`config.mk`:
```
export PLATFORM = sky130hd
export DESIGN_NAME = cfgio_bridge
export DESIGN_NICKNAME = d
export VERILOG_FILES = /design/src/rtl/cfgio_pkg.sv /design/src/rtl/cfgio_lane.sv /design/src/rtl/cfgio_seq.sv /design/src/rtl/cfgio_bridge.sv
export SDC_FILE = /design/constraint.sdc
export NUM_CORES = 1
export LEC_CHECK = 0
export BUFFER_PORTS_ARGS = -buffer_cell sky130_fd_sc_hd__buf_2
export CAP_MARGIN = 20
export CELL_PAD_IN_SITES_DETAIL_PLACEMENT = 0
export CELL_PAD_IN_SITES_GLOBAL_PLACEMENT = 1
export CORE_MARGIN = 2
export CORE_UTILIZATION = 42
export DETAILED_ROUTE_END_ITERATION = 16
export PLACE_DENSITY = 0.95
export SLEW_MARGIN = 20
export SYNTH_ARGS = -nofsm -noshare
export SYNTH_HDL_FRONTEND = slang
export SYNTH_SLANG_ARGS = --single-unit
```
`constraint.sdc`:
```
create_clock -name clk -period 7.6 [get_ports clk]
set_input_delay 1.52 -clock clk [delete_from_list [all_inputs] [get_ports clk]]
set_output_delay 1.52 -clock clk [all_outputs]
set_load 0.02 [all_outputs]
```
`src/rtl/cfgio_pkg.sv`:
```
package cfgio_pkg;

    typedef enum logic [1:0] {
        S_IDLE  = 2'd0,
        S_ISSUE = 2'd1,
        S_WAIT  = 2'd2,
        S_RESP  = 2'd3
    } seq_state_t;

    typedef enum logic [1:0] {
        SZ_BYTE = 2'd0,
        SZ_HALF = 2'd1,
        SZ_WORD = 2'd2
    } acc_size_t;

endpackage

```
`src/rtl/cfgio_lane.sv`:
```
module cfgio_lane #(
    parameter int DW = 32
) (
    input  logic [1:0]        size,
    input  logic [1:0]        offs,
    input  logic [DW-1:0]     wdata_in,
    input  logic [DW-1:0]     rword_in,
    output logic [DW/8-1:0]   be,
    output logic [DW-1:0]     wdata_out,
    output logic [DW-1:0]     rdata_out
);
    localparam int NB = DW / 8;
    localparam int LW = (NB > 1) ? $clog2(NB) : 1;

    logic [LW:0]   nbytes;
    logic [LW-1:0] lane;
    logic [DW-1:0] rshift;

    always_comb begin
        unique case (size)
            2'd0:    nbytes = (LW+1)'(1);
            2'd1:    nbytes = (LW+1)'(2);
            default: nbytes = (LW+1)'(NB);
        endcase
        lane = LW'(offs) & ~LW'(nbytes - 1'b1);
        wdata_out = wdata_in << {lane, 3'b000};
        rshift    = rword_in >> {lane, 3'b000};
    end

    for (genvar gi = 0; gi < NB; gi++) begin : g_lane
        assign be[gi] = ((LW+1)'(gi) >= {1'b0, lane}) &&
                        ((LW+1)'(gi) <  ({1'b0, lane} + nbytes));
        assign rdata_out[gi*8 +: 8] = ((LW+1)'(gi) < nbytes) ? rshift[gi*8 +: 8] : 8'h00;
    end

endmodule

```
`src/rtl/cfgio_seq.sv`:
```
module cfgio_seq
    import cfgio_pkg::*;
(
    input  logic       clk,
    input  logic       rst_n,
    input  logic       host_req,
    input  logic       host_we,
    input  logic       sel_addr,
    input  logic       sel_win,
    input  logic       cap_we,
    input  logic       dn_ready,
    input  logic       dn_rsp_valid,
    output seq_state_t state,
    output logic       ack,
    output logic       load_areg,
    output logic       capture,
    output logic       rsp_load,
    output logic       dn_valid,
    output logic       busy
);
    seq_state_t state_nx;

    always_ff @(posedge clk or negedge rst_n) begin
        if (!rst_n) state <= S_IDLE;
        else        state <= state_nx;
    end

    always_comb begin
        state_nx  = state;
        ack       = 1'b0;
        load_areg = 1'b0;
        capture   = 1'b0;
        rsp_load  = 1'b0;
        dn_valid  = 1'b0;
        busy      = 1'b0;
        unique case (state)
            S_IDLE: begin
                if (host_req) begin
                    if (sel_win) begin
                        capture  = 1'b1;
                        ack      = host_we;
                        state_nx = S_ISSUE;
                    end else begin
                        ack       = 1'b1;
                        load_areg = sel_addr && host_we;
                    end
                end
            end
            S_ISSUE: begin
                busy     = 1'b1;
                dn_valid = 1'b1;
                if (dn_ready) state_nx = S_WAIT;
            end
            S_WAIT: begin
                busy = 1'b1;
                if (dn_rsp_valid) begin
                    if (cap_we) begin
                        state_nx = S_IDLE;
                    end else begin
                        rsp_load = 1'b1;
                        state_nx = S_RESP;
                    end
                end
            end
            S_RESP: begin
                ack      = 1'b1;
                state_nx = S_IDLE;
            end
            default: state_nx = S_IDLE;
        endcase
    end

endmodule

```
`src/rtl/cfgio_bridge.sv`:
```
module cfgio_bridge
    import cfgio_pkg::*;
#(
    parameter int          DW       = 32,
    parameter int          OW       = 12,
    parameter logic [11:0] ADDR_OFS = 12'h064,
    parameter logic [11:0] CFG_OFS  = 12'h068,
    parameter logic [11:0] IO_OFS   = 12'h06C
) (
    input  logic             clk,
    input  logic             rst_n,
    input  logic             host_req,
    input  logic             host_we,
    input  logic [OW-1:0]    host_addr,
    input  logic [1:0]       host_size,
    input  logic [DW-1:0]    host_wdata,
    output logic             host_ack,
    output logic [DW-1:0]    host_rdata,
    output logic             host_busy,
    output logic             dn_valid,
    input  logic             dn_ready,
    output logic             dn_io,
    output logic             dn_we,
    output logic [31:0]      dn_addr,
    output logic [DW/8-1:0]  dn_be,
    output logic [DW-1:0]    dn_wdata,
    input  logic             dn_rsp_valid,
    input  logic             dn_rsp_abort,
    input  logic [DW-1:0]    dn_rdata
);
    localparam int NB = DW / 8;

    seq_state_t    state;
    logic          ack, load_areg, capture, rsp_load;
    logic          sel_addr, sel_cfg, sel_io, sel_win;
    logic [31:0]   areg_q;
    logic          cap_io, cap_we;
    logic [1:0]    cap_size, cap_offs;
    logic [DW-1:0] cap_wdata, rd_q, rd_just;

    assign sel_addr = host_addr[OW-1:2] == ADDR_OFS[OW-1:2];
    assign sel_cfg  = host_addr[OW-1:2] == CFG_OFS[OW-1:2];
    assign sel_io   = host_addr[OW-1:2] == IO_OFS[OW-1:2];
    assign sel_win  = sel_cfg || sel_io;

    cfgio_seq seq_i (
        .clk          (clk),
        .rst_n        (rst_n),
        .host_req     (host_req),
        .host_we      (host_we),
        .sel_addr     (sel_addr),
        .sel_win      (sel_win),
        .cap_we       (cap_we),
        .dn_ready     (dn_ready),
        .dn_rsp_valid (dn_rsp_valid),
        .state        (state),
        .ack          (ack),
        .load_areg    (load_areg),
        .capture      (capture),
        .rsp_load     (rsp_load),
        .dn_valid     (dn_valid),
        .busy         (host_busy)
    );

    always_ff @(posedge clk or negedge rst_n) begin
        if (!rst_n) begin
            areg_q    <= '0;
            cap_io    <= 1'b0;
            cap_we    <= 1'b0;
            cap_size  <= 2'd0;
            cap_offs  <= 2'd0;
            cap_wdata <= '0;
            rd_q      <= '0;
        end else begin
            if (load_areg) areg_q <= host_wdata[31:0];
            if (capture) begin
                cap_io    <= sel_io;
                cap_we    <= host_we;
                cap_size  <= host_size;
                cap_offs  <= host_addr[1:0];
                cap_wdata <= host_wdata;
            end
            if (rsp_load) rd_q <= dn_rsp_abort ? '1 : dn_rdata;
        end
    end

    cfgio_lane #(.DW(DW)) lane_i (
        .size      (cap_size),
        .offs      (cap_offs),
        .wdata_in  (cap_wdata),
        .rword_in  (rd_q),
        .be        (dn_be),
        .wdata_out (dn_wdata),
        .rdata_out (rd_just)
    );

    assign dn_io    = cap_io;
    assign dn_we    = cap_we;
    assign dn_addr  = {areg_q[31:2], 2'b00};
    assign host_ack = ack;

    always_comb begin
        if (state == S_RESP)               host_rdata = rd_just;
        else if (sel_addr && state == S_IDLE) host_rdata = DW'(areg_q);
        else                               host_rdata = '0;
    end

    localparam int UNUSED_NB = NB;

endmodule

```
==> results.json <==
{
  "timing.hold.ws_ns": 0.486,
  "synth_cell_types": 46,
  "fillers": 1242,
  "rows": 42,
  "cts_tree": "built",
  "slew_headroom": 0.248,
  "drv_cap": 0,
  "clock_sinks": 104,
  "path_class": "input port to primary output",
  "fp.dieH_um": 121,
  "cts.reportedPaths.clkPinSlew_ns": 0.07,
  "start_util": 0.433,
  "finalSetupViolations": 0,
  "routabilityCongestion": 0.928,
  "fin_worst_skew_ns": 0.00564,
  "core_region_area_mm2": 0.0133,
  "grt_util_met2": 0.388,
  "async_flop_share": 1.00,
  "p_per_area_mw_per_mm2": 238,
  "yosysTopAreaCell": "dfrtp_1",
  "worst_slew_pin_slew_ns": 1.12,
  "slew_violations": 0,
  "pre_cts_slack_ns": 2.73,
  "hold_violations": 0,
  "synth_top_area_frac": 0.450,
  "drt_iter0_drc": 449,
  "cts_hold_buffers": 0,
  "routed_wl_um": 17700,
  "yosys_most_used_dff": "dfrtp_1",
  "synth.cell_area_mm2": 0.00578,
  "min_period_ns": 4.90,
  "finalNetCount": 780,
  "first_pass_iters": 5,
  "clk_latency_ns": 0.35,
  "hpwl_um": 13400,
  "critPathLaunchType": "input port",
  "synth_seq_area_share": 0.450,
  "grt_pass1_wl_um": 26500,
  "grt_pass1_vias": 4671,
  "critPathRequiredTime_ns": 6.08,
  "cp.arrival_ns": 3.38,
  "gr-max-usage-layer": "met2",
  "die-area_mm2": 0.0147,
  "grt.total_usage": 0.241,
  "yosys-top-cells-area": "dfrtp_1, mux2_2, mux2i_1",
  "cts-buffers-inserted": 9,
  "synth_area_per_cell_um2": 10.5,
  "rsz0062_at_grt": "false",
  "routedWlPerCell_um": 20.3,
  "grtUsageMet1": 0.327,
  "drive_gt1_frac": 0.411,
  "die_x_um": 121,
  "clock_path_buffers": 2,
  "antenna_found_initial": 1,
  "top_level_ports": 190,
  "io_buffers": 187,
  "cp_max_fo": 32,
  "via_count": 4763,
  "endpoint_kind": "primary output",
  "vdd_ir_drop_max_uv": 192,
  "synth_edf_count": 0,
  "vias_per_cell": 5.48,
  "setup_ws_ns": 2.70,
  "cts-root-buf": "clkbuf_16",
  "total_leakage_power_nw": 3.72,
  "overflow": 0,
  "synth-seq-cells": 104,
  "setup_tns_ns": 0,
  "finalCritPeriodShare": 0.645,
  "htreeDepth": 3,
  "postSynthCellCount": 549,
  "grt_use_met3": 0.0569,
  "ctsResizeCount": 0,
  "hp-class": "flip-flop to flip-flop",
  "status": "completed",
  "ant_nets": 0,
  "antenna_cells": 0,
  "ys_warn_count": 0,
  "post_cts_buffers": 0,
  "grt_max_degree": 79,
  "area_growth_pct": 18.8,
  "drc": 0,
  "timing.fmax_ghz": 0.204
}
layer usage:
metal	wire length, µm	up-vias
met4	273	2
met1	7490	2341
met2	8610	211
met5	7	-
met3	1300	22
li1	-	2187
worst max-delay path, cell delays in order:
cell	delay [ns]
buf_2	0.10
or4_4	0.58
nor4_4	0.26
buf_4	0.36
nand2_1	0.14
o21ai_0	0.17
buf_2	0.24
flip-flops by register name, summed over array words and instances, names as in the netlist:
register,count
dn_io,1
dn_we,1
cap_size,2
cap_wdata,32
cap_offs,2
seq_i.state,2
areg_q,32
rd_q,32
synthesized netlist by cell type (all sizes together) (8+ instances only):
master,instances
clkbuf,20
nor2,39
and2,10
mux2i,32
a21o,9
inv,14
a22o,8
nand2,46
a21oi,10
nor3,9
o21ai,56
a22oi,16
buf,48
dfrtp,104
mux2,71
o22ai,8
worst paths after layout:
check,slack [ns],from,to,depth (start not counted)
worst max-delay path,2.70,host_addr[9],host_rdata[12],7
max in group asynchronous,5.50,rst_n,areg_q[28],2
worst min register to register,0.49,rd_q[22],rd_q[22],2
worst min-delay path,0.49,rd_q[22],rd_q[22],2
worst max register to register,5.25,seq_i.state[0],areg_q[21],6
min in group asynchronous,1.07,rst_n,dn_io,1
cell families after synthesis:
family	Yosys count	share of synthesized area
buffers and inverters	82	0.0822
AO/OA/AOI/OAI	124	0.134
multiplexers	103	0.207
flip-flops	104	0.450
AND/OR/NAND/NOR	126	0.108
XOR/XNOR	2	0.00303
adder cells (fa/ha/maj)	7	0.0151
other	1	0.000648
final cells by class:
class | instances | area [µm²] | area share
multi-input cells | 364 | 2720 | 0.396
flip-flops and latches | 104 | 2600 | 0.379
repair buffers | 195 | 1000 | 0.146
clock buffers | 13 | 250 | 0.0364
well taps | 176 | 220 | 0.0321
inverters | 14 | 52.6 | 0.00765
clock inverters | 3 | 17.5 | 0.00255
cell usage in the layout (no fill, tap or decap), drive strengths merged, types with 2 or more instances in the layout:
cell / n
clkbuf: 13
ha: 7
nand3: 2
o21ai: 56
nor4: 2
a221oi: 7
nor2b: 3
buf: 195
conb: 2
nand2b: 5
mux2i: 32
a31oi: 2
a22o: 8
a21o: 9
clkinv: 2
o21a: 2
nor2: 39
dfrtp: 104
nand3b: 3
inv: 14
and2: 10
nand2: 46
nor3: 9
o22ai: 8
a21oi: 10
a22oi: 16
o211ai: 3
mux2: 71
xnor2: 2
power breakdown:
group,internal [W],switching [W]
Clock,0.000231,0.000202
Combinational,0.000173,0.000287
Sequential,0.000652,0.0000897
per-stage QoR:
| stage | power, W | area (µm²) | cells | util |
|---|---|---|---|---|
| global placement | 0.00118 | 6600 | 853 | 0.494 |
| floorplan | 0.00102 | 5790 | 550 | - |
| global route | 0.00172 | 6870 | 869 | 0.515 |
| CTS | 0.00164 | 6860 | 869 | 0.514 |
| detailed placement | 0.00120 | 6600 | 853 | 0.494 |
| finish | 0.00163 | 6870 | 869 | 0.515 |
No activity file was read; power rests on OpenSTA's default activity.
